===== src/rtl/uart_stat_pkg.sv =====
package uart_stat_pkg;

    localparam logic [1:0] ADR_DATA = 2'd0;
    localparam logic [1:0] ADR_STAT = 2'd1;
    localparam logic [1:0] ADR_CTRL = 2'd2;

    // status bit positions
    localparam int unsigned ST_PE   = 15;
    localparam int unsigned ST_ORE  = 14;
    localparam int unsigned ST_FRE  = 13;
    localparam int unsigned ST_FULL = 12;
    localparam int unsigned ST_EMPT = 11;
    localparam int unsigned ST_DIR  = 10;

    // control bit positions
    localparam int unsigned CT_CLRN = 0;
    localparam int unsigned CT_RIE  = 1;
    localparam int unsigned CT_TIE  = 2;
    localparam int unsigned CT_PEN  = 3;
    localparam int unsigned CT_PODD = 4;

    typedef enum logic [2:0] {
        PH_IDLE,
        PH_START,
        PH_DATA,
        PH_PAR,
        PH_STOP
    } phase_e;

endpackage


===== src/rtl/uart_stat_tx.sv =====
module uart_stat_tx
    import uart_stat_pkg::*;
#(
    parameter int unsigned DATA_W = 8,
    parameter int unsigned OSR    = 16
) (
    input  logic              clk,
    input  logic              rst_n,
    input  logic              tick,
    input  logic              start,
    input  logic [DATA_W-1:0] data,
    input  logic              par_en,
    input  logic              par_odd,
    output logic              busy,
    output logic              txd
);

    localparam int unsigned CNT_W = $clog2(OSR);
    localparam int unsigned IDX_W = (DATA_W > 1) ? $clog2(DATA_W) : 1;
    localparam logic [CNT_W-1:0] CNT_LAST = CNT_W'(OSR - 1);
    localparam logic [IDX_W-1:0] IDX_LAST = IDX_W'(DATA_W - 1);

    typedef struct packed {
        phase_e            ph;
        logic [CNT_W-1:0]  cnt;
        logic [IDX_W-1:0]  idx;
        logic [DATA_W-1:0] sh;
        logic              pbit;
        logic              line;
    } tx_t;

    tx_t st_d, st_q;

    always_comb begin
        st_d = st_q;
        if (st_q.ph == PH_IDLE) begin
            st_d.line = 1'b1;
            if (start) begin
                st_d.ph   = PH_START;
                st_d.sh   = data;
                st_d.pbit = (^data) ^ par_odd;
                st_d.cnt  = '0;
                st_d.line = 1'b0;
            end
        end else if (tick) begin
            if (st_q.cnt != CNT_LAST) begin
                st_d.cnt = st_q.cnt + 1'b1;
            end else begin
                st_d.cnt = '0;
                unique case (st_q.ph)
                    PH_START: begin
                        st_d.ph   = PH_DATA;
                        st_d.idx  = '0;
                        st_d.line = st_q.sh[0];
                    end
                    PH_DATA: begin
                        if (st_q.idx == IDX_LAST) begin
                            st_d.ph   = par_en ? PH_PAR : PH_STOP;
                            st_d.line = par_en ? st_q.pbit : 1'b1;
                        end else begin
                            st_d.idx  = st_q.idx + 1'b1;
                            st_d.sh   = st_q.sh >> 1;
                            st_d.line = st_q.sh[1];
                        end
                    end
                    PH_PAR: begin
                        st_d.ph   = PH_STOP;
                        st_d.line = 1'b1;
                    end
                    default: begin
                        st_d.ph   = PH_IDLE;
                        st_d.line = 1'b1;
                    end
                endcase
            end
        end
    end

    always_ff @(posedge clk or negedge rst_n) begin
        if (!rst_n) begin
            st_q      <= '0;
            st_q.ph   <= PH_IDLE;
            st_q.line <= 1'b1;
        end else begin
            st_q <= st_d;
        end
    end

    assign busy = (st_q.ph != PH_IDLE);
    assign txd  = st_q.line;

endmodule


===== src/rtl/uart_stat_rx.sv =====
module uart_stat_rx
    import uart_stat_pkg::*;
#(
    parameter int unsigned DATA_W = 8,
    parameter int unsigned OSR    = 16
) (
    input  logic              clk,
    input  logic              rst_n,
    input  logic              tick,
    input  logic              rxd,
    input  logic              par_en,
    input  logic              par_odd,
    output logic              done,
    output logic [DATA_W-1:0] word,
    output logic              perr,
    output logic              ferr
);

    localparam int unsigned CNT_W = $clog2(OSR);
    localparam int unsigned IDX_W = (DATA_W > 1) ? $clog2(DATA_W) : 1;
    localparam logic [CNT_W-1:0] CNT_LAST = CNT_W'(OSR - 1);
    localparam logic [CNT_W-1:0] CNT_MID  = CNT_W'(OSR / 2 - 1);
    localparam logic [IDX_W-1:0] IDX_LAST = IDX_W'(DATA_W - 1);

    typedef struct packed {
        logic              s1;
        logic              s2;
        logic              s3;
        phase_e            ph;
        logic [CNT_W-1:0]  cnt;
        logic [IDX_W-1:0]  idx;
        logic [DATA_W-1:0] sh;
        logic              perr;
        logic              ferr;
        logic              done;
    } rx_t;

    rx_t st_d, st_q;

    always_comb begin
        st_d      = st_q;
        st_d.s1   = rxd;
        st_d.s2   = st_q.s1;
        st_d.s3   = st_q.s2;
        st_d.done = 1'b0;
        unique case (st_q.ph)
            PH_IDLE: begin
                if (st_q.s3 && !st_q.s2) begin
                    st_d.ph  = PH_START;
                    st_d.cnt = '0;
                end
            end
            PH_START: begin
                if (tick) begin
                    if (st_q.cnt == CNT_MID) begin
                        st_d.cnt  = '0;
                        st_d.idx  = '0;
                        st_d.perr = 1'b0;
                        st_d.ph   = st_q.s2 ? PH_IDLE : PH_DATA;
                    end else begin
                        st_d.cnt = st_q.cnt + 1'b1;
                    end
                end
            end
            PH_DATA: begin
                if (tick) begin
                    if (st_q.cnt == CNT_LAST) begin
                        st_d.cnt = '0;
                        st_d.sh  = {st_q.s2, st_q.sh[DATA_W-1:1]};
                        if (st_q.idx == IDX_LAST) begin
                            st_d.ph = par_en ? PH_PAR : PH_STOP;
                        end else begin
                            st_d.idx = st_q.idx + 1'b1;
                        end
                    end else begin
                        st_d.cnt = st_q.cnt + 1'b1;
                    end
                end
            end
            PH_PAR: begin
                if (tick) begin
                    if (st_q.cnt == CNT_LAST) begin
                        st_d.cnt  = '0;
                        st_d.perr = (^st_q.sh) ^ st_q.s2 ^ par_odd;
                        st_d.ph   = PH_STOP;
                    end else begin
                        st_d.cnt = st_q.cnt + 1'b1;
                    end
                end
            end
            default: begin
                if (tick) begin
                    if (st_q.cnt == CNT_LAST) begin
                        st_d.cnt  = '0;
                        st_d.ferr = !st_q.s2;
                        st_d.done = 1'b1;
                        st_d.ph   = PH_IDLE;
                    end else begin
                        st_d.cnt = st_q.cnt + 1'b1;
                    end
                end
            end
        endcase
    end

    always_ff @(posedge clk or negedge rst_n) begin
        if (!rst_n) begin
            st_q    <= '0;
            st_q.s1 <= 1'b1;
            st_q.s2 <= 1'b1;
            st_q.s3 <= 1'b1;
            st_q.ph <= PH_IDLE;
        end else begin
            st_q <= st_d;
        end
    end

    assign done = st_q.done;
    assign word = st_q.sh;
    assign perr = st_q.perr;
    assign ferr = st_q.ferr;

endmodule


===== src/rtl/uart_stat_core.sv =====
module uart_stat_core
    import uart_stat_pkg::*;
#(
    parameter int unsigned DATA_W = 8,
    parameter int unsigned OSR    = 16,
    parameter int unsigned BUS_W  = 16
) (
    input  logic             clk,
    input  logic             rst_n,
    input  logic             baud_tick,
    input  logic             rxd,
    output logic             txd,
    input  logic             wr_en,
    input  logic             rd_en,
    input  logic [1:0]       addr,
    input  logic [BUS_W-1:0] wdata,
    output logic [BUS_W-1:0] rdata,
    output logic             irq_rx,
    output logic             irq_tx
);

    typedef struct packed {
        logic [DATA_W-1:0] tx_buf;
        logic              empt;
        logic [DATA_W-1:0] rx_buf;
        logic              full;
        logic              pe;
        logic              ore;
        logic              fre;
        logic              dir;
        logic              rie;
        logic              tie;
        logic              pen;
        logic              podd;
    } regs_t;

    regs_t rg_d, rg_q;

    logic              tx_busy;
    logic              tx_start;
    logic              rx_done;
    logic [DATA_W-1:0] rx_word;
    logic              rx_perr;
    logic              rx_ferr;
    logic [DATA_W-1:0] wr_rev;
    logic [DATA_W-1:0] rd_rev;
    logic [DATA_W-1:0] rx_buf_w;
    logic [BUS_W-1:0]  status_w;
    logic              data_wr;
    logic              data_rd;

    // bit-order reversal network, applied on the register access path
    for (genvar i = 0; i < DATA_W; i++) begin : g_rev
        assign wr_rev[i] = wdata[DATA_W-1-i];
        assign rd_rev[i] = rg_q.rx_buf[DATA_W-1-i];
    end

    assign data_wr  = wr_en && (addr == ADR_DATA);
    assign data_rd  = rd_en && (addr == ADR_DATA);
    assign tx_start = !rg_q.empt && !tx_busy;
    assign rx_buf_w = rg_q.rx_buf;

    uart_stat_tx #(.DATA_W(DATA_W), .OSR(OSR)) u_tx (
        .clk     (clk),
        .rst_n   (rst_n),
        .tick    (baud_tick),
        .start   (tx_start),
        .data    (rg_q.tx_buf),
        .par_en  (rg_q.pen),
        .par_odd (rg_q.podd),
        .busy    (tx_busy),
        .txd     (txd)
    );

    uart_stat_rx #(.DATA_W(DATA_W), .OSR(OSR)) u_rx (
        .clk     (clk),
        .rst_n   (rst_n),
        .tick    (baud_tick),
        .rxd     (rxd),
        .par_en  (rg_q.pen),
        .par_odd (rg_q.podd),
        .done    (rx_done),
        .word    (rx_word),
        .perr    (rx_perr),
        .ferr    (rx_ferr)
    );

    always_comb begin
        rg_d = rg_q;
        // transmit hand-over
        if (tx_start) begin
            rg_d.empt = 1'b1;
        end
        if (data_wr) begin
            rg_d.tx_buf = rg_q.dir ? wr_rev : wdata[DATA_W-1:0];
            rg_d.empt   = 1'b0;
        end
        // register writes
        if (wr_en && (addr == ADR_STAT)) begin
            rg_d.dir = wdata[ST_DIR];
        end
        if (wr_en && (addr == ADR_CTRL)) begin
            rg_d.rie  = wdata[CT_RIE];
            rg_d.tie  = wdata[CT_TIE];
            rg_d.pen  = wdata[CT_PEN];
            rg_d.podd = wdata[CT_PODD];
            if (!wdata[CT_CLRN]) begin
                rg_d.pe  = 1'b0;
                rg_d.ore = 1'b0;
                rg_d.fre = 1'b0;
            end
        end
        // receive side
        if (data_rd) begin
            rg_d.full = 1'b0;
        end
        if (rx_done) begin
            if (rg_q.full && !data_rd) begin
                rg_d.ore = 1'b1;
            end else begin
                rg_d.rx_buf = rx_word;
                rg_d.full   = 1'b1;
                rg_d.pe     = rg_q.pe | rx_perr;
                rg_d.fre    = rg_q.fre | rx_ferr;
            end
        end
    end

    always_ff @(posedge clk or negedge rst_n) begin
        if (!rst_n) begin
            rg_q      <= '0;
            rg_q.empt <= 1'b1;
        end else begin
            rg_q <= rg_d;
        end
    end

    always_comb begin
        status_w          = '0;
        status_w[ST_PE]   = rg_q.pe;
        status_w[ST_ORE]  = rg_q.ore;
        status_w[ST_FRE]  = rg_q.fre;
        status_w[ST_FULL] = rg_q.full;
        status_w[ST_EMPT] = rg_q.empt;
        status_w[ST_DIR]  = rg_q.dir;
    end

    always_comb begin
        rdata = '0;
        unique case (addr)
            ADR_DATA: rdata[DATA_W-1:0] = rg_q.dir ? rd_rev : rg_q.rx_buf;
            ADR_STAT: rdata = status_w;
            ADR_CTRL: begin
                rdata[CT_CLRN] = 1'b1;
                rdata[CT_RIE]  = rg_q.rie;
                rdata[CT_TIE]  = rg_q.tie;
                rdata[CT_PEN]  = rg_q.pen;
                rdata[CT_PODD] = rg_q.podd;
            end
            default: rdata = '0;
        endcase
    end

    assign irq_rx = rg_q.rie & (rg_q.pe | rg_q.ore | rg_q.fre | rg_q.full);
    assign irq_tx = rg_q.tie & rg_q.empt;

endmodule


===== config.mk =====
export PLATFORM = sky130hd
export DESIGN_NAME = uart_stat_core
export DESIGN_NICKNAME = d
export VERILOG_FILES = /design/src/rtl/uart_stat_pkg.sv /design/src/rtl/uart_stat_tx.sv /design/src/rtl/uart_stat_rx.sv /design/src/rtl/uart_stat_core.sv
export SDC_FILE = /design/constraint.sdc
export NUM_CORES = 1
export LEC_CHECK = 0
export ABC_AREA = 0
export BUFFER_PORTS_ARGS = -buffer_cell sky130_fd_sc_hd__buf_2
export CAP_MARGIN = 0
export CORE_UTILIZATION = 28
export CTS_BUF_LIST = sky130_fd_sc_hd__clkbuf_4 sky130_fd_sc_hd__clkbuf_8 sky130_fd_sc_hd__clkbuf_16
export CTS_CLUSTER_SIZE = 20
export DETAILED_ROUTE_END_ITERATION = 10
export PLACE_DENSITY = 0.54
export SLEW_MARGIN = 20
export SYNTH_ARGS = -nofsm -noshare
export SYNTH_HDL_FRONTEND = slang
export SYNTH_SLANG_ARGS = --single-unit
export TNS_END_PERCENT = 20

===== constraint.sdc =====
create_clock -name clk -period 4.3 [get_ports clk]
set_clock_uncertainty 0.2 [all_clocks]
set_input_delay 0.645 -clock clk [delete_from_list [all_inputs] [get_ports clk]]
set_output_delay 0.645 -clock clk [all_outputs]
set_load 0.005 [all_outputs]

Word-level counts from Yosys, hierarchy flattened. Index checks and enable logic that the tools add are counted.

Register bits: 70. Latch bits: 0. Bits in writable memories: 0. ROM bits: 0. Bits of input ports: 24. Output and inout port bits: 19. Word-level logic and storage cells: 172. Memories: 0.

Add/sub/neg operators: 4. Multiply operators: 0. Divide/modulo/power cells: 0. Magnitude comparators: 0. Equal/unequal tests: 27. Shifts and indexed selects: 0. Mux-type cells: 60. Bitwise operators: 14. Reduce and logical (&&, ||, !) cells: 39.

Operators with widths (number): two-way mux 8 bit (5); two-way mux 3 bit (13); two-way mux 18 bit (2); two-way mux 7 bit (5); two-way mux 11 bit (3); case mux 7 bit (4 select lines) (1); two-way mux 10 bit (2); AND reduction 5 bit (4); two-way mux 1 bit (17); two-way mux 4 bit (4); XOR reduction 8 bit (2); != test 2 x 1 -> 1 bit (second input constant) (7); nonzero test 2 bit (7); equality test 3 x 2 -> 1 bit (second input constant) (4); != test 2 bit (second input constant) (6); case mux 3 bit (2 select lines) (2); case mux 5 bit (2 select lines) (1); AND reduction 10 bit (1); case mux 3 bit (3 select lines) (1); adder 4 x 1 -> 4 bit (second input constant) (2); AND reduction 2 bit (4); logical AND 1 bit (7); adder 3 x 1 -> 3 bit (second input constant) (2); equality test 3 x 1 -> 1 bit (second input constant) (2); 21 further kinds (40).

Depth between registers and ports, before layout. Gate-level depths: netlist of run 1.

Depth in word-level cells: 6. Gate-level depth with buffers: 6. Depth with buffers taken out: 6.

By module. Synthesis of run 1 repeated with hierarchy kept, for this count alone.

Cells, all modules: 350. Area, all modules: 3865.0 µm².

Modules (own cells, without submodules): uart_stat_core (times used 1, cells an instance 121, area each 1382.6 µm², sequential area each 651.9 µm²); uart_stat_rx (times used 1, cells an instance 121, area each 1301.2 µm², sequential area each 604.3 µm²); uart_stat_tx (times used 1, cells an instance 108, area each 1181.1 µm², sequential area each 501.7 µm²).

Worst setup path after synthesis of run 1. Ideal clock, no wire load.

Kind: input to output. Start point: input addr[1]. End point: output rdata[4]. Data arrival time: 1.387 ns. Data required time: 3.455 ns. Path slack: 2.068 ns. Cell stages on the path: 5. Buffers on the path: 2. Cell sequence: clkbuf_1 > clkbuf_1 > nor2_1 > a21oi_1 > nor2_1.

Longest elaborated chain between the ends: 2. Elaborated cells between the ends (all ways): 3. Those cells by class: eq/ne: 1; mux: 1; reduce/logical: 1.

Ends and longest elaborated chain: from (decl) (line uart_stat_core.sv:15) `input logic [1:0] addr,`; equality test 2 bit / logical NOT 2 bit (equally long branches) (line uart_stat_core.sv:150) `unique case (addr)`; case mux 5 bit (2 select lines) * (line uart_stat_core.sv:150); to (decl) (line uart_stat_core.sv:17) `output logic [BUS_W-1:0] rdata,`.

Mark *: on every way between the ends. The rest lies on a longest branch, timed or not.

Worst setup path in the final report of run 1.
Start point: register rg_q[4] in the netlist's numbering. End point: output rdata[2].

Longest elaborated chain between the ends: 2.

Ends and longest elaborated chain: from (decl) (line uart_stat_core.sv:37) `regs_t rg_d, rg_q;`; from (signal assigned) (line uart_stat_core.sv:134) `rg_q <= rg_d;`; two-way mux 8 bit (line uart_stat_core.sv:151) `ADR_DATA: rdata[DATA_W-1:0] = rg_q.dir ? rd_rev : rg_q.rx_buf;`; case mux 5 bit (2 select lines) (line uart_stat_core.sv:150).

No other way between the ends.

==> reports/metrics.cfg, run 1 <==
[logic_synthesis]
synthMuxAreaShare_pct = 11.37
synth_edf_count = 0
synth-adder-area-share_pct = 2.025
yosys.area_share.xor_xnor_pct = 4.725
synth_flop_cell = sky130_fd_sc_hd__dfrtp_1
synth.top_cells.by_area = sky130_fd_sc_hd__dfrtp_1 (44%), sky130_fd_sc_hd__mux2_2 (7.6%), sky130_fd_sc_hd__nand2_1 (4.0%)
synth_async_sr_flop_share_pct = 100.0
post_synth_inst_count = 359
synth.top_cell.area_share_pct = 43.87
yosys_warnings = 0
avgSynthCellArea_um2 = 10.33
synthSimpleGateAreaFrac_pct = 15.25
netlist.top_cell.by_area = sky130_fd_sc_hd__dfrtp_1
synth_compound_gate_area_share_pct = 14.98
synth-seq-area-share_pct = 47.42
synth_area_um2 = 3707
synth.distinct_cells = 59
synth_top_family_by_area = simple AND/OR/NAND/NOR gates
synth_seq_cells = 70

[clocking]
htree_num_levels = 3
cts.hold.buffers_added = 0
insertion_delay_ns = 0.33
clk_path_buf_depth = 2
ctsResizeCount = 0
numClockSinks = 70
tritoncts_clock_tree = built
cts.repair_timing.setup_buffer_count = 0
number_of_buffers_inserted_during_clock_tree_synthesis = 9
cts.reportedPaths.clkPinSlew_ns = 0.05
cts.root.buffer_cell = sky130_fd_sc_hd__clkbuf_16

[critical_path]
critPathKind = reg2out
cpLargestDelayFamily = flip-flops
critical_path_arrival_ns = 1.86
critical-path-max-stage-delay_ns = 0.90
reg2reg_to = u_rx.st_q[17]$_DFFE_PN0P_
worst-path-max-fanout = 20
cp-startpoint = rg_q[4]$_DFFE_PN0P_
worstSetupEndpoint = rdata[2]
reg2reg_setup_slack_ns = 1.99
worstPathRequired_ns = 3.45
timing.critical_path.depth = 5
path_cells = mux2i_1 -> nor2_1 -> a21oi_1 -> nor2_1 -> buf_2
buffers_plus_inverters_on_the_worst_setup_path = 1
r2r-start = u_rx.st_q[19]$_DFFE_PN0P_
worst_r2r_path_depth = 4
startpoint_type = flop
crit_path_capture_type = primary output
worst_path_most_repeated_cell = sky130_fd_sc_hd__nor2_1
cp_slowest_cell = sky130_fd_sc_hd__dfrtp_1

[detailed_routing]
post_route_ant_nets = 0
route.vias.total = 2713
via_per_inst = 4.810
detailroute.wirelength.met3_um = 262
wire_per_inst_um = 13.73
detail_route.iter0.violations = 147
highest-signal-layer = met4
wl_met2_mm = 3.668
drt_first_pass_iters = 4
m1WireLength_mm = 3.729
number_of_remaining_drc_errors = 0
postRouteWirelength_mm = 7.744

[sta]
fmax_mhz = 370.0
timing.final.max_slew_violations = 0
grt_setup_unrepaired = false
timing.final.hold_violations = 0
worst_slew_margin_rel_pct = 36.43
fin_crit_ns = 2.703
max_slew.worst_pin.slew_ns = 0.9494
setup_viol = 0
worst_hold_margin_ns = 0.1539
final.setup.tns_ns = 0
period_share_pct = 62.85

[power_and_ir_drop]
power.ir.vdd_worst_v = 0.0001993
leakage_nw = 2.009
power_per_cell_area_nw_per_um2 = 475.9

[finish]
drive_gt1_share_pct = 22.96
area_growth_syn_to_layout_pct = 15.69
fillerInstances = 1279
area.sequential_um2 = 1758
num_antenna_cells = 0
num-nets-final = 417
multi_input_gate_area_um2 = 1800

[die]
die_height_um = 117.1
rows = 41
chipWidth_um = 117.1
initial_utilization_pct = 29.02
die_area_um2 = 13700
ios = 43
coreArea_um2 = 12770

[grt]
grt_remaining_overflow = 0
grt_start_max_net_pins = 37
grt_use_total_pct = 12.01
grt_first_pass_wirelength_mm = 12.34
via_count_of_the_first_global_routing_pass = 2497
grt_antenna_before_repair = 0

[outcome]
result_of_the_run = finished, final reports clean

[hold_path]
worst_hold_path_type = reg2reg
min_path_cells = 0

[placed_design]
post-dp-hpwl_mm = 5.496
finalWeightedCongestion = 0.8111
port_buffers = 33

[job]
maxCapViolations = 0

-- per-layer routing --
layer	up-vias	GRT usage, %
met2	32	18.62
met4	0	3.207
met5	-	0
met1	1345	15.63
met3	7	4.634
li1	1329	-
-- power by group --
group / switching, W / total (W) / internal (W) / leakage (nW)
Combinational: 0.000214 / 0.000447 / 0.000233 / 0.956
Sequential: 0.000129 / 0.000889 / 0.000760 / 0.905
Clock: 0.000271 / 0.000705 / 0.000433 / 0.148
-- layout make-up --
| class | count | share of cell area, % |
|---|---|---|
| flip-flops and latches | 70 | 40.99 |
| clock buffers | 12 | 6.214 |
| well taps | 172 | 5.017 |
| repair buffers | 35 | 4.201 |
| clock inverters | 4 | 0.4667 |
| multi-input cells | 258 | 41.98 |
| inverters | 13 | 1.138 |
-- sequential cells by signal, indices dropped and copies added, names as in the netlist --
signal / flops
rg_q: 18
rx_buf_w: 8
u_rx.done: 1
u_rx.ferr: 1
u_rx.perr: 1
u_rx.st_d: 2
u_rx.st_q: 11
u_rx.word: 8
u_tx.st_q: 19
u_tx.txd: 1
-- cells in the mapped netlist, drive strengths merged, types with 2 or more instances --
cell type  count
a211oi         7
a21oi         18
a22o          11
a31oi          2
and2           8
buf           12
clkbuf         7
dfrtp         65
dfstp          5
ha             6
inv           13
mux2          25
mux2i         14
nand2         40
nand2b         3
nand3          6
nand3b         2
nor2          31
nor2b          4
nor3           8
nor3b          3
nor4           3
o21ai         19
o31a           2
o31ai          7
xnor2         12
xnor3          2
xor2           2
-- cells in the final DEF, fill, tap and decap left out, types with 2 or more instances in the layout --
| cell | count |
|---|---|
| sky130_fd_sc_hd__xnor2_1 | 11 |
| sky130_fd_sc_hd__dfstp_2 | 5 |
| sky130_fd_sc_hd__nor3b_1 | 2 |
| sky130_fd_sc_hd__mux2i_1 | 14 |
| sky130_fd_sc_hd__ha_1 | 6 |
| sky130_fd_sc_hd__conb_1 | 2 |
| sky130_fd_sc_hd__o21ai_1 | 5 |
| sky130_fd_sc_hd__clkbuf_8 | 3 |
| sky130_fd_sc_hd__inv_1 | 13 |
| sky130_fd_sc_hd__nand2_1 | 40 |
| sky130_fd_sc_hd__nand3_1 | 6 |
| sky130_fd_sc_hd__nor2b_1 | 4 |
| sky130_fd_sc_hd__buf_4 | 2 |
| sky130_fd_sc_hd__a211oi_1 | 7 |
| sky130_fd_sc_hd__a22o_1 | 11 |
| sky130_fd_sc_hd__o21ai_0 | 13 |
| sky130_fd_sc_hd__nand2b_1 | 3 |
| sky130_fd_sc_hd__nand3b_1 | 2 |
| sky130_fd_sc_hd__xor2_1 | 2 |
| sky130_fd_sc_hd__nor4_1 | 2 |
| sky130_fd_sc_hd__nor2_1 | 31 |
| sky130_fd_sc_hd__o31a_1 | 2 |
| sky130_fd_sc_hd__mux2_2 | 25 |
| sky130_fd_sc_hd__o31ai_1 | 6 |
| sky130_fd_sc_hd__xnor3_1 | 2 |
| sky130_fd_sc_hd__buf_2 | 33 |
| sky130_fd_sc_hd__nor3_1 | 8 |
| sky130_fd_sc_hd__clkinv_2 | 4 |
| sky130_fd_sc_hd__and2_1 | 8 |
| sky130_fd_sc_hd__clkbuf_16 | 9 |
| sky130_fd_sc_hd__dfrtp_1 | 65 |
| sky130_fd_sc_hd__a21oi_1 | 18 |
-- cell families after synthesis --
kind of cell,after synthesis
simple gates,116
compound gates,79
flops,70
mux,39
buf+inv,32
xor+xnor,16
fa+ha+maj,6
other cells,1
-- worst reg2reg max path: cells and delay by family (launching register included) --
| family | cells | cell delay, ns |
|---|---|---|
| AO/OA/AOI/OAI | 3 | 1.27 |
| flip-flops | 1 | 0.51 |
| AND/OR/NAND/NOR | 1 | 0.24 |
-- how the worst min path moves through the flow --
stage | start | endpoint | slack [ns]
finish | u_rx.st_d[22]$_DFF_PN1_ | u_rx.st_d[21]$_DFF_PN1_ | 0.15
global route | u_rx.st_d[22]$_DFF_PN1_ | u_rx.st_d[21]$_DFF_PN1_ | 0.16
CTS | u_rx.st_d[22]$_DFF_PN1_ | u_rx.st_d[21]$_DFF_PN1_ | 0.15
detailed placement | u_rx.st_d[22]$_DFF_PN1_ | u_rx.st_d[21]$_DFF_PN1_ | 0.15
global placement | u_rx.st_d[22]$_DFF_PN1_ | u_rx.st_d[21]$_DFF_PN1_ | 0.15
floorplan | rst_n | rg_q[0]$_DFFE_PN0N_ | 0.15
-- through the flow --
step / util (%) / worst slack [ns] / power, W / instance area [um2] / cells
5_1_grt: 33.58 / 1.406 / 0.002172 / 4289 / 564
6_report: 33.58 / 1.597 / 0.002041 / 4289 / 564
3_3_place_gp: 31.34 / 1.848 / 0.001343 / 4003 / 548
3_5_place_dp: 31.34 / 1.811 / 0.001353 / 4003 / 548
2_1_floorplan: - / 2.068 / 0.001226 / 3711 / 360
4_1_cts: 33.58 / 1.554 / 0.002067 / 4289 / 564
Note: power is estimated with default switching activity, not from simulation.
==> run 2: changes to the inputs <==
Clock period 4.3 ns to 2.8 ns, I/O delays scaled along.
==> reports/metrics.cfg, run 2 (same netlist as run 1, synthesis figures left out) <==
[clocking]
cts.reportedPaths.clkPinSlew_ns = 0.06  ; about the same
cts.repair_timing.setup_buffer_count = 0  ; unchanged
clk_path_buf_depth = 2  ; unchanged
numClockSinks = 70  ; unchanged
ctsResizeCount = 0  ; unchanged
cts.root.buffer_cell = sky130_fd_sc_hd__clkbuf_16
htree_num_levels = 3  ; unchanged
number_of_buffers_inserted_during_clock_tree_synthesis = 9  ; unchanged
tritoncts_clock_tree = built
insertion_delay_ns = 0.33  ; about the same

[finish]
area_growth_syn_to_layout_pct = 17.21
num-nets-final = 422  ; +1.2%
finalInstanceArea_um2 = 4345  ; +1.3%
biggestRegsByFlops = u_tx.st_q: 19 flops, rg_q: 18 flops, u_rx.st_q: 11 flops
num_antenna_cells = 0  ; unchanged
largest_register_ffs = 19  ; unchanged
biggest_register = u_tx.st_q
most_frequent_standard_cell_in_the_layout_excluding_fill_and_tap_cells = sky130_fd_sc_hd__dfrtp_1
drive_gt1_share_pct = 23.43  ; +0.47 points
final_cell_mix = sky130_fd_sc_hd__dfrtp_1 (65), sky130_fd_sc_hd__nand2_1 (40), sky130_fd_sc_hd__buf_2 (33), sky130_fd_sc_hd__nor2_1 (31), sky130_fd_sc_hd__mux2_2 (25)

[power_and_ir_drop]
leakage_nw = 2.033  ; +1.2%
switching_share_pct = 30.00  ; -0.097 points
power.net_switching_w = 0.0009604  ; +56%
combinational_fraction_of_design_power_pct = 22.4  ; +0.5 points
share_seq_of_total_power_pct = 42.2  ; -1.4 points
share_clk_of_total_power_pct = 35.4  ; +0.9 points
internal-power_w = 0.002240  ; +57%
power_per_cell_area_nw_per_um2 = 736.6  ; +55%
power.ir.vdd_worst_v = 0.0003079  ; +55%

[critical_path]
cp_slowest_cell = sky130_fd_sc_hd__a31oi_1
cp-startpoint = u_rx.st_q[19]$_DFFE_PN0P_
worst-path-max-fanout = 11  ; -45%
crit_path_capture_type = flop
worstPathRequired_ns = 2.84  ; -0.61 ns
path_cells = o31a_1 -> a31oi_1 -> a2111oi_0 -> nor3b_1
critical_path_arrival_ns = 2.37  ; +0.51 ns
startpoint_type = flop
r2r-start = u_rx.st_q[19]$_DFFE_PN0P_
critical-path-max-stage-delay_ns = 0.68  ; -0.22 ns
critPathKind = reg2reg

[die]
ios = 43  ; unchanged
coreArea_um2 = 12770  ; unchanged
die_height_um = 117.1  ; unchanged
rows = 41  ; unchanged
chipWidth_um = 117.1  ; unchanged
initial_utilization_pct = 29.02  ; unchanged
die_area_um2 = 13700  ; unchanged

[detailed_routing]
wire_per_inst_um = 13.73  ; about the same
route.vias.total = 2733  ; +0.74%
postRouteWirelength_mm = 7.811  ; +0.87%
drt_first_pass_iters = 4  ; unchanged
post_route_ant_nets = 0  ; unchanged
number_of_remaining_drc_errors = 0  ; unchanged
detail_route.iter0.violations = 175  ; +19%
via_per_inst = 4.803  ; -0.15%

[sta]
fin_crit_ns = 2.327
max_slew.worst_pin.slew_ns = 0.8942  ; -0.05515 ns
timing.final.max_slew_violations = 0  ; unchanged
fmax_mhz = 429.8
final.setup.tns_ns = 0  ; unchanged
grt_setup_unrepaired = false
period_share_pct = 83.09
setup_viol = 0  ; unchanged
worst_slew_margin_rel_pct = 40.11  ; +3.7 points
timing.final.hold_violations = 0  ; unchanged

[outcome]
result_of_the_run = finished, final reports clean

[grt]
grt_first_pass_wirelength_mm = 12.88  ; +4.4%
via_count_of_the_first_global_routing_pass = 2597  ; +4.0%
grt_antenna_before_repair = 0  ; unchanged
grt_use_total_pct = 12.32  ; +0.31 points
grt_remaining_overflow = 0  ; unchanged
grt_start_max_net_pins = 26  ; -30%

[placed_design]
placed_cell_area_um2 = 4025  ; +0.56%
post-dp-hpwl_mm = 5.676  ; +3.3%
finalWeightedCongestion = 0.8058  ; -0.65%
port_buffers = 33  ; unchanged

[hold_path]
worst_hold_path_type = in2reg
min-delay-start = wdata[10]

[job]
maxCapViolations = 0  ; unchanged

run 2: path summary, 6_finish.rpt:
path / slack, ns / to / depth (start not counted)
max in group asynchronous: 1.20 / u_rx.st_d[22]$_DFF_PN1_ / 3
worst max-delay path: 0.47 / u_rx.st_q[17]$_DFFE_PN0P_ / 4
worst min-delay path: 0.13 / rg_q[4]$_DFFE_PN0P_ / 2
worst max register to register: 0.47 / u_rx.st_q[17]$_DFFE_PN0P_ / 4
min in group asynchronous: 0.42 / u_tx.st_q[11]$_DFFE_PN0P_ / 2
worst min register to register: 0.15 / u_rx.st_d[21]$_DFF_PN1_ / 0
run 2: power groups by stage:
stage	sequential (W)	combinational [W]	clock [W]
after floorplan	0.00128	0.000603	0
after global placement	0.00136	0.000705	0
after detailed placement	0.00137	0.000720	0
after CTS	0.00135	0.000727	0.00116
after global routing	0.00138	0.000804	0.00121
final	0.00135	0.000716	0.00113
run 2: final cells by class:
class	instances	area, um2
repair buffers	40	222.7
well taps	172	215.2
fillers	1296	8428
multi-input cells	258	1800
clock buffers	10	239.0
clock inverters	6	61.31
inverters	13	48.80
flip-flops and latches	70	1758
run 2: metal layers:
layer,vias to the layer above,share of wire (%),global-route usage (%)
li1,1346,-,-
met1,1348,48,16.09
met2,33,48,19.76
met3,6,3.1,3.708
met4,0,0.63,3.460
met5,-,0,0
run 2: metrics by stage:
stage	instances	total power [W]	worst slack [ns]	utilization (%)	hold WS, ns
final	569	0.003201	0.4735	34.02	0.1263
after global routing	569	0.003395	0.1859	34.02	0.1136
after CTS	569	0.003240	0.4245	34.02	0.1169
after detailed placement	551	0.002089	0.4402	31.51	0.1475
after global placement	551	0.002070	0.5259	31.51	0.1467
after floorplan	360	0.001882	0.7257	-	-0.07559
run 2: repair_timing:
| action | in CTS | in global routing |
|---|---|---|
| setup endpoints to repair | 0 | 0 |
| endpoints found under the hold margin | 24 | 0 |
| hold buffers | 2 | 0 |
run 2: worst max-delay path: cells and delay by family, from the launching register on:
family,cells,cell delay (ns)
simple gates,1,0.25
flops,1,0.52
compound gates,3,1.28
==> run 3: changes to the inputs <==
Settings changed: PLACE_DENSITY 0.54 to 0.56.
Clock period 2.8 ns to 2.11 ns, I/O delays scaled along.
==> reports/metrics.cfg, run 3 (same netlist as run 1, synthesis figures left out) <==
[outcome]
result_of_the_run = finished, final reports clean

[finish]
area_growth_syn_to_layout_pct = 22.58
num_antenna_cells = 0  ; unchanged
layout.cells.non_filler = 586  ; +3.0%
largest_register_ffs = 19  ; unchanged
fillerInstances = 1287  ; -0.69%
num-nets-final = 439  ; +4.0%
biggestRegsByFlops = u_tx.st_q: 19 flops, rg_q: 18 flops, u_rx.st_q: 11 flops
drive_gt1_share_pct = 28.02  ; +4.6 points
final_cell_mix = sky130_fd_sc_hd__dfrtp_1 (64), sky130_fd_sc_hd__nand2_1 (40), sky130_fd_sc_hd__buf_2 (33), sky130_fd_sc_hd__nor2_1 (31), sky130_fd_sc_hd__mux2_2 (25)
most_frequent_standard_cell_in_the_layout_excluding_fill_and_tap_cells = sky130_fd_sc_hd__dfrtp_1
biggest_register = u_tx.st_q
post-route-util_pct = 35.58  ; +1.6 points

[clocking]
numClockSinks = 70  ; unchanged
htree_num_levels = 3  ; unchanged
number_of_buffers_inserted_during_clock_tree_synthesis = 9  ; unchanged
cts.root.buffer_cell = sky130_fd_sc_hd__clkbuf_16
cts.reportedPaths.clkPinSlew_ns = 0.06  ; about the same
clk_path_buf_depth = 2  ; unchanged
insertion_delay_ns = 0.33  ; about the same
tritoncts_clock_tree = built

[critical_path]
startpoint_type = flop
path_cells = ha_1 -> and3_4 -> o21ai_4 -> or4_4 -> o31ai_2
crit_path_capture_type = flop
critical_path_arrival_ns = 2.03  ; -0.34 ns
worstPathRequired_ns = 2.15  ; -0.69 ns
cp_slowest_cell = sky130_fd_sc_hd__or4_4
cp-startpoint = u_rx.st_q[14]$_DFFE_PN0P_
r2r-start = u_rx.st_q[14]$_DFFE_PN0P_
critPathKind = reg2reg
worst-path-max-fanout = 4  ; -7
critical-path-max-stage-delay_ns = 0.56  ; -0.12 ns

[die]
rows = 41  ; unchanged
chipWidth_um = 117.1  ; unchanged
initial_utilization_pct = 29.02  ; unchanged
coreArea_um2 = 12770  ; unchanged
die_height_um = 117.1  ; unchanged
die_area_um2 = 13700  ; unchanged
ios = 43  ; unchanged

[sta]
worst_slew_margin_rel_pct = 61.12  ; +21 points
max_slew.worst_pin.slew_ns = 0.5810  ; -0.3132 ns
period_share_pct = 94.39  ; +11 points
setup_viol = 0  ; unchanged
grt_setup_unrepaired = false
fmax_mhz = 502.1  ; +17%
fin_crit_ns = 1.992  ; -0.3349 ns
timing.final.hold_violations = 0  ; unchanged
timing.final.max_slew_violations = 0  ; unchanged
final.setup.tns_ns = 0  ; unchanged

[detailed_routing]
post_route_ant_nets = 0  ; unchanged
wire_per_inst_um = 13.68  ; -0.33%
detail_route.iter0.violations = 213  ; +22%
via_per_inst = 4.761  ; -0.88%
number_of_remaining_drc_errors = 0  ; unchanged
drt_first_pass_iters = 4  ; unchanged
postRouteWirelength_mm = 8.018  ; +2.7%
route.vias.total = 2790  ; +2.1%

[power_and_ir_drop]
leakage_nw = 2.134  ; +5.0%
share_seq_of_total_power_pct = 40.9  ; -1.3 points
power.net_switching_w = 0.001268  ; +32%
switching_share_pct = 28.75  ; -1.3 points
combinational_fraction_of_design_power_pct = 22.1  ; -0.3 points
power_per_cell_area_nw_per_um2 = 970.4  ; +32%
fin_total_pwr_w = 0.004410  ; +38%
power.ir.vdd_worst_v = 0.0004481  ; +46%
share_clk_of_total_power_pct = 37.0  ; +1.6 points
internal-power_w = 0.003142  ; +40%

[grt]
grt_remaining_overflow = 0  ; unchanged
via_count_of_the_first_global_routing_pass = 2677  ; +3.1%
grt_first_pass_wirelength_mm = 12.96  ; +0.64%
grt_antenna_before_repair = 0  ; unchanged
grt_use_total_pct = 12.46  ; +0.15 points
grt_start_max_net_pins = 71  ; +170%

[placed_design]
dp.cells = 566  ; +2.7%
post-dp-hpwl_mm = 5.786  ; +1.9%
port_buffers = 33  ; unchanged
finalWeightedCongestion = 0.7996  ; -0.77%

[hold_path]
worst_hold_path_type = in2reg
min-delay-start = wdata[10]

[job]
maxCapViolations = 0  ; unchanged

## run 3: repair_timing
item	in CTS	in global routing
setup endpoints to repair	4	6
resized for setup	2	7
setup buffers	0	2
endpoints found under the hold margin	66	0
pin swaps	0	1
hold buffers	2	0
## run 3: path summary, 6_finish.rpt
path | slack (ns) | cells past startpoint | end
max | 0.12 | 5 | u_rx.st_q[20]$_DFFE_PN0P_
min | 0.02 | 2 | rg_q[4]$_DFFE_PN0P_
max reg2reg | 0.12 | 5 | u_rx.st_q[20]$_DFFE_PN0P_
min reg2reg | 0.16 | 0 | u_rx.st_d[21]$_DFF_PN1_
max in group asynchronous | 1.01 | 3 | u_rx.st_q[21]$_DFF_PN1_
min in group asynchronous | 0.35 | 3 | u_tx.st_q[11]$_DFFE_PN0P_
## run 3: layer usage
metal  vias up  track usage, %  share of wire [%]
met5         -               0                  0
li1       1371               -                  -
met4         0           2.954               0.70
met2        32           20.20                 49
met3         6           4.686                3.9
met1      1381           15.74                 46
## run 3: worst max-delay path, delay by kind of cell (launching register included)
family	cells	cell delay, ns
compound gates	2	0.30
fa+ha+maj	1	0.20
flops	1	0.40
simple gates	2	0.80
## run 3: layout make-up
| class | count | area, um2 | share of cell area, % |
|---|---|---|---|
| Clock buffer | 12 | 254.0 | 5.589 |
| Clock inverter | 4 | 70.07 | 1.542 |
| Inverter | 13 | 48.80 | 1.074 |
| Multi-Input combinational cell | 258 | 1834 | 40.36 |
| Sequential cell | 70 | 1759 | 38.71 |
| Timing Repair Buffer | 57 | 362.8 | 7.985 |
| Tap cell | 172 | 215.2 | 4.736 |
## run 3: metrics by stage
step / hold WS, ns / setup WS, ns / cell area (um2)
after floorplan: -0.1791 / 0.03569 / 3711
after global placement: 0.1485 / -0.03004 / 4150
after detailed placement: 0.1481 / -0.04542 / 4150
after CTS: 0.01246 / 0.007247 / 4499
after global routing: 0.01989 / 0.004047 / 4544
final: 0.01869 / 0.1184 / 4544
## run 3: power groups by stage
stage | combinational (W) | clock (W) | sequential, W
finish | 0.000973 | 0.00163 | 0.00180
global route | 0.00108 | 0.00173 | 0.00183
CTS | 0.000978 | 0.00167 | 0.00180
detailed placement | 0.000972 | 0 | 0.00182
global placement | 0.000947 | 0 | 0.00181
floorplan | 0.000800 | 0 | 0.00170
